--- config.mk ---
export PLATFORM = sky130hd
export DESIGN_NAME = sem_dual_token
export DESIGN_NICKNAME = d
export VERILOG_FILES = /design/src/rtl/sem_pkg.sv /design/src/rtl/sem_port_decode.sv /design/src/rtl/sem_flag.sv /design/src/rtl/sem_dual_token.sv
export SDC_FILE = /design/constraint.sdc
export NUM_CORES = 1
export LEC_CHECK = 0
export ABC_AREA = 1
export BUFFER_PORTS_ARGS = -buffer_cell sky130_fd_sc_hd__buf_2
export CORE_MARGIN = 4
export CORE_UTILIZATION = 51
export CTS_CLUSTER_SIZE = 28
export DETAILED_ROUTE_END_ITERATION = 16
export GPL_ROUTABILITY_DRIVEN = 0
export PLACE_DENSITY = 0.84
export SLEW_MARGIN = 20
export SYNTH_ARGS = -nofsm -noshare
export SYNTH_HDL_FRONTEND = slang
export SYNTH_SLANG_ARGS = --single-unit
--- constraint.sdc ---
create_clock -name clk -period 1.1 [get_ports clk]
set_input_delay 0.165 -clock clk [delete_from_list [all_inputs] [get_ports clk]]
set_output_delay 0.165 -clock clk [all_outputs]
set_load 0.005 [all_outputs]
--- src/rtl/sem_pkg.sv ---
// Shared types for the dual-port semaphore unit.
package sem_pkg;
    // Owner state of one token.
    typedef enum logic [1:0] {
        TOK_FREE  = 2'b00,
        TOK_LEFT  = 2'b01,
        TOK_RIGHT = 2'b10
    } tok_owner_t;
endpackage

--- src/rtl/sem_port_decode.sv ---
// Per-port access decoder.
// Turns one port's select, memory enable, write strobe, address and data
// bit into one-hot request and release vectors, one bit per token.
// Assumes NUM_FLAGS is a power of two; the address bits above the slot
// field are ignored.
module sem_port_decode #(
    parameter int ADDR_W    = 15,
    parameter int NUM_FLAGS = 8,
    localparam int SLOT_W   = $clog2(NUM_FLAGS)
) (
    input  logic                 clk,
    input  logic                 rst_n,
    input  logic                 sem_sel,
    input  logic                 mem_en,
    input  logic                 wr,
    input  logic [ADDR_W-1:0]    addr,
    input  logic                 wbit,
    output logic                 acc,
    output logic [SLOT_W-1:0]    slot,
    output logic [NUM_FLAGS-1:0] req,
    output logic [NUM_FLAGS-1:0] rel
);
    // Semaphore space is reached only with select high and memory enable low.
    assign acc  = sem_sel & ~mem_en;
    assign slot = addr[SLOT_W-1:0];

    // One request/release strobe per token slot.
    for (genvar g = 0; g < NUM_FLAGS; g++) begin : g_slot
        logic hit;
        assign hit    = acc & wr & (slot == SLOT_W'(g));
        assign req[g] = hit & ~wbit;
        assign rel[g] = hit &  wbit;
    end

    // no strobe leaves a port that is outside semaphore space.
    p_no_strobe_idle_r1: assert property (@(posedge clk) disable iff (!rst_n)
        !acc |-> (req == '0 && rel == '0));

    // a single write addresses at most one token.
    p_single_slot_r9: assert property (@(posedge clk) disable iff (!rst_n)
        $onehot0(req | rel));
endmodule

--- src/rtl/sem_flag.sv ---
// One two-sided semaphore token.
// Tracks the owner and one pending request per side. Left wins a tie on
// a free token. A non-owner request is deferred until the owner releases.
// Assumes at most one of req/rel per side in a cycle (the decoder ensures this).
module sem_flag
    import sem_pkg::*;
(
    input  logic       clk,
    input  logic       rst_n,
    input  logic       req_l,
    input  logic       rel_l,
    input  logic       req_r,
    input  logic       rel_r,
    output tok_owner_t owner,
    output logic       pend_l,
    output logic       pend_r
);
    tok_owner_t owner_nx;
    logic       pend_l_nx;
    logic       pend_r_nx;

    // Next-state rules for grant, defer, hand-over and withdraw.
    always_comb begin
        owner_nx  = owner;
        pend_l_nx = pend_l;
        pend_r_nx = pend_r;
        case (owner)
            TOK_FREE: begin
                pend_l_nx = 1'b0;
                pend_r_nx = 1'b0;
                if (req_l) begin
                    owner_nx  = TOK_LEFT;
                    pend_r_nx = req_r;
                end else if (req_r) begin
                    owner_nx  = TOK_RIGHT;
                end
            end
            TOK_LEFT: begin
                pend_l_nx = 1'b0;
                if (rel_l) begin
                    owner_nx  = ((pend_r | req_r) & ~rel_r) ? TOK_RIGHT : TOK_FREE;
                    pend_r_nx = 1'b0;
                end else if (req_r) begin
                    pend_r_nx = 1'b1;
                end else if (rel_r) begin
                    pend_r_nx = 1'b0;
                end
            end
            TOK_RIGHT: begin
                pend_r_nx = 1'b0;
                if (rel_r) begin
                    owner_nx  = ((pend_l | req_l) & ~rel_l) ? TOK_LEFT : TOK_FREE;
                    pend_l_nx = 1'b0;
                end else if (req_l) begin
                    pend_l_nx = 1'b1;
                end else if (rel_l) begin
                    pend_l_nx = 1'b0;
                end
            end
            default: begin
                owner_nx  = TOK_FREE;
                pend_l_nx = 1'b0;
                pend_r_nx = 1'b0;
            end
        endcase
    end

    // State register with synchronous active-low reset.
    always_ff @(posedge clk) begin
        if (!rst_n) begin
            owner  <= TOK_FREE;
            pend_l <= 1'b0;
            pend_r <= 1'b0;
        end else begin
            owner  <= owner_nx;
            pend_l <= pend_l_nx;
            pend_r <= pend_r_nx;
        end
    end

    // a lone left request on a free token grants it to the left.
    p_grant_left_r3: assert property (@(posedge clk) disable iff (!rst_n)
        (owner == TOK_FREE && req_l) |=> owner == TOK_LEFT);

    // on a tie the left wins and the right request stays pending.
    p_tie_left_wins_r4: assert property (@(posedge clk) disable iff (!rst_n)
        (owner == TOK_FREE && req_l && req_r) |=> (owner == TOK_LEFT && pend_r));

    // the non-owner cannot take a held token.
    p_no_steal_r5: assert property (@(posedge clk) disable iff (!rst_n)
        (owner == TOK_LEFT && !rel_l) |=> owner == TOK_LEFT);

    // a release with a pending right request hands the token over.
    p_handover_r7: assert property (@(posedge clk) disable iff (!rst_n)
        (owner == TOK_LEFT && rel_l && pend_r && !rel_r) |=> owner == TOK_RIGHT);

    // a free token never carries a pending request; the owner never has one.
    p_pend_consistent_r2: assert property (@(posedge clk) disable iff (!rst_n)
        !(owner == TOK_FREE && (pend_l || pend_r)) &&
        !(owner == TOK_LEFT && pend_l) && !(owner == TOK_RIGHT && pend_r));
endmodule

--- src/rtl/sem_dual_token.sv ---
// Dual-port hardware semaphore unit (top).
// Holds NUM_FLAGS two-sided tokens shared by a left and a right port.
// A port writes 0 to request, 1 to release, and reads 0 when it owns the
// selected token. Assumes a single clock and synchronous active-low reset.
module sem_dual_token
    import sem_pkg::*;
#(
    parameter int ADDR_W    = 15,
    parameter int NUM_FLAGS = 8
) (
    input  logic              clk,
    input  logic              rst_n,
    input  logic              l_sem_sel,
    input  logic              l_mem_en,
    input  logic              l_wr,
    input  logic [ADDR_W-1:0] l_addr,
    input  logic              l_wbit,
    output logic              l_rbit,
    input  logic              r_sem_sel,
    input  logic              r_mem_en,
    input  logic              r_wr,
    input  logic [ADDR_W-1:0] r_addr,
    input  logic              r_wbit,
    output logic              r_rbit
);
    localparam int SLOT_W = $clog2(NUM_FLAGS);

    logic                 l_acc, r_acc;
    logic [SLOT_W-1:0]    l_slot, r_slot;
    logic [NUM_FLAGS-1:0] l_req, l_rel, r_req, r_rel;
    tok_owner_t           tok_own [NUM_FLAGS];
    logic [NUM_FLAGS-1:0] tok_pl, tok_pr;

    sem_port_decode #(.ADDR_W(ADDR_W), .NUM_FLAGS(NUM_FLAGS)) u_dec_l (
        .clk(clk), .rst_n(rst_n), .sem_sel(l_sem_sel), .mem_en(l_mem_en),
        .wr(l_wr), .addr(l_addr), .wbit(l_wbit),
        .acc(l_acc), .slot(l_slot), .req(l_req), .rel(l_rel)
    );

    sem_port_decode #(.ADDR_W(ADDR_W), .NUM_FLAGS(NUM_FLAGS)) u_dec_r (
        .clk(clk), .rst_n(rst_n), .sem_sel(r_sem_sel), .mem_en(r_mem_en),
        .wr(r_wr), .addr(r_addr), .wbit(r_wbit),
        .acc(r_acc), .slot(r_slot), .req(r_req), .rel(r_rel)
    );

    // One token state machine per slot.
    for (genvar g = 0; g < NUM_FLAGS; g++) begin : g_tok
        sem_flag u_flag (
            .clk(clk), .rst_n(rst_n),
            .req_l(l_req[g]), .rel_l(l_rel[g]),
            .req_r(r_req[g]), .rel_r(r_rel[g]),
            .owner(tok_own[g]), .pend_l(tok_pl[g]), .pend_r(tok_pr[g])
        );
    end

    // Per-port read view: 0 only when this port owns the addressed token.
    always_comb begin
        l_rbit = 1'b1;
        r_rbit = 1'b1;
        if (l_acc) l_rbit = (tok_own[l_slot] != TOK_LEFT);
        if (r_acc) r_rbit = (tok_own[r_slot] != TOK_RIGHT);
    end

    // both ports never see ownership of the same token at once.
    p_mutual_excl_r4: assert property (@(posedge clk) disable iff (!rst_n)
        (l_acc && r_acc && l_slot == r_slot) |-> (l_rbit || r_rbit));
endmodule

==> results.toml <==
[floorplanning]
io_pins = 42
die_w_um = 76.80
die_h_um = 76.80
die-area_um2 = 5897
rows = 24
initial_core_util = 0.5394
core_um2 = 4474

[cells_and_area]
fin_util = 0.8101
n_antenna_cell = 0
layout-drive-gt1-share = 0.4230
fillCellCount = 296
nets = 553
area_growth_pct = 50.18
final_cell_area_um2 = 3625

[outcome]
failed_checks = "negative setup slack"
status = "finished with violations"

[cts]
cts.sinks = 32
clockRootBuffer = "clkbuf_8"
cts_made_buffers = 5
clk_pin_slew_worst_paths_ps = 70
cts_tree = "built"
h-tree-depth = 2
clk_path_buf_depth = 2
cts-hold-fix-buffers = 0
clock_latency_ps = 290

[drt]
drt_iter0_drc = 400
vias = 3382
routedWlPerCell_um = 16.87
antenna_left = 0
avgViaCountPerCell = 5.986
drt_wl_total_um = 9532
drt-met1-wl_um = 3453
route.met3.wl_um = 1040
topRoutingLayerUsed = "met4"
first_pass_iters = 6
drcViolationCount = 0
wl_met2_um = 4545

[timing]
setup_viol = 10
fmax_mhz = 621.5
maxSlewHeadroom = 0.7521
fin_crit_ps = 1609
tns_ps = -1244
rsz0062_at_grt = "true"
timing.final.ws_setup_ps = -509.1
post-route-period-util = 1.463
hold_viol = 0
fin_skew_ps = 3.998
worst_pin_slew_ps = 371.3
maxSlewViolCount = 0

[global_routing]
grt_first_pass_wirelength_um = 12880
grt_pass1_vias = 2979
overflow = 0
grt_max_degree = 15
antenna_found_initial = 0
grt_usage = 0.2631

[logic_synthesis]
ys_warn_count = 0
synth-seq-cells = 32
synthCells = 424
synth_cell_type_count = 27
netlist_area_um2 = 2414
ys_seq_area_frac = 0.2654
postSynthAreaPerCell_um2 = 5.692
syn-num-nets = 464

[placement]
io_buffers = 17
dpl_cell_area_um2 = 3020
hpwl_um = 5583

[worst_setup_path]
arrival_ps = 1440
crit_fanout = 4
worstSetupPathType = "reg2out"
cp.required_ps = 940
critPathLaunchType = "register"
endpoint_kind = "output pin"

[power_and_ir_drop]
leakage_nw = 1.706
ir_drop_v = 0.0009572
power.total_mw = 5.180
cellPowerDensity_nw_per_um2 = 1429

[worst_hold_path]
hold_path_class = "in2reg"

[flow_run]
maxCapViolCount = 0
[worst max-delay path, stage by stage (launching register included)]
cell and delay (ps):
dfxtp_2 340, inv_2 90, o22ai_1 100, a21oi_1 200, nand3_1 130, nand2_1 90, nand2_1 70, buf_2 130
[synth_stat cells (all sizes together)]
cell type | n | area, um2
clkbuf | 2 | 17.51
inv | 54 | 202.7
o21ai | 19 | 95.09
clkinv | 1 | 3.750
and3 | 5 | 31.28
o211ai | 3 | 22.52
a22oi | 1 | 7.510
dfxtp | 32 | 640.6
buf | 6 | 30.03
nand3 | 52 | 285.3
o21a | 2 | 15.01
nand2 | 134 | 518.0
a21boi | 3 | 22.52
a21oi | 11 | 55.05
nand4 | 1 | 6.260
nor3 | 7 | 35.03
o2111ai | 1 | 8.760
a31oi | 1 | 6.260
a211oi | 3 | 22.52
o22ai | 12 | 75.07
nor2 | 74 | 312.8
[what timing repair did]
| item | 4_1_cts | 5_1_grt |
|---|---|---|
| setup buffers | 1 | 10 |
| gates resized for setup | 31 | 117 |
| endpoints found under the setup margin | 19 | 32 |
| pin swaps | 9 | 34 |
| endpoints found under the hold margin | 0 | 0 |
| cloned | 0 | 2 |
[worst paths after layout]
check                      startpoint                  endpoint  slack, ps  cells past startpoint
max reg2reg  g_tok[7].u_flag.owner[0]  g_tok[7].u_flag.owner[1]        -60                      8
min                             rst_n  g_tok[5].u_flag.owner[0]        280                      4
max          g_tok[5].u_flag.owner[1]                    l_rbit       -510                      7
min reg2reg    g_tok[1].u_flag.pend_l    g_tok[1].u_flag.pend_l        480                      2
[layout make-up]
cell class,instances,area (um2),area share
clock buffer,7,96.34,0.02658
inverter,55,212.7,0.05868
multi-input combinational,331,1909,0.5268
sequential,32,659.4,0.1819
tap,52,65.06,0.01795
timing repair buffer,88,681.9,0.1881
[cell families after synthesis]
family                 count (synthesis)  synth area share
and+or+nand+nor                      273            0.4925
buffers and inverters                 63            0.1052
AOI/OAI and AO/OA                     56            0.1369
DFF                                   32            0.2654
[placed cells by master (no fill, tap or decap), types with 9 or more instances in the layout]
cell type / instances
buf_2: 15
o21ai_0: 10
nand3_1: 36
nand3_2: 14
a21oi_1: 10
nand2_1: 109
dfxtp_1: 17
buf_6: 9
inv_2: 20
dfxtp_2: 15
inv_1: 32
nor2_1: 42
nor2_4: 25
o22ai_1: 11
nand2_2: 20
buf_4: 62
[state kept, by name, summed over array words and instances (netlist names)]
register,cells
g_tok.u_flag.owner,16
g_tok.u_flag.pend_l,8
g_tok.u_flag.pend_r,8
[routing by layer]
metal / vias to the layer above / track usage
li1: 1555 / -
met1: 1514 / 0.3252
met2: 247 / 0.4408
met3: 66 / 0.05035
met4: 0 / 0.1178
met5: - / 0
[power breakdown]
group          switching [mW]  internal, mW
Combinational            1.58          1.13
Clock                   0.465         0.558
Sequential              0.125          1.32
[through the flow]
step | hold slack, ps | cells | worst slack (ps)
CTS | 281.2 | 553 | -386.6
global placement | 451.6 | 546 | -269.2
finish | 278.3 | 565 | -509.1
floorplan | 325.7 | 424 | -34.83
global route | 289.3 | 565 | -520.0
detailed placement | 457.5 | 546 | -321.4
Note: power is estimated with default switching activity, not from simulation.
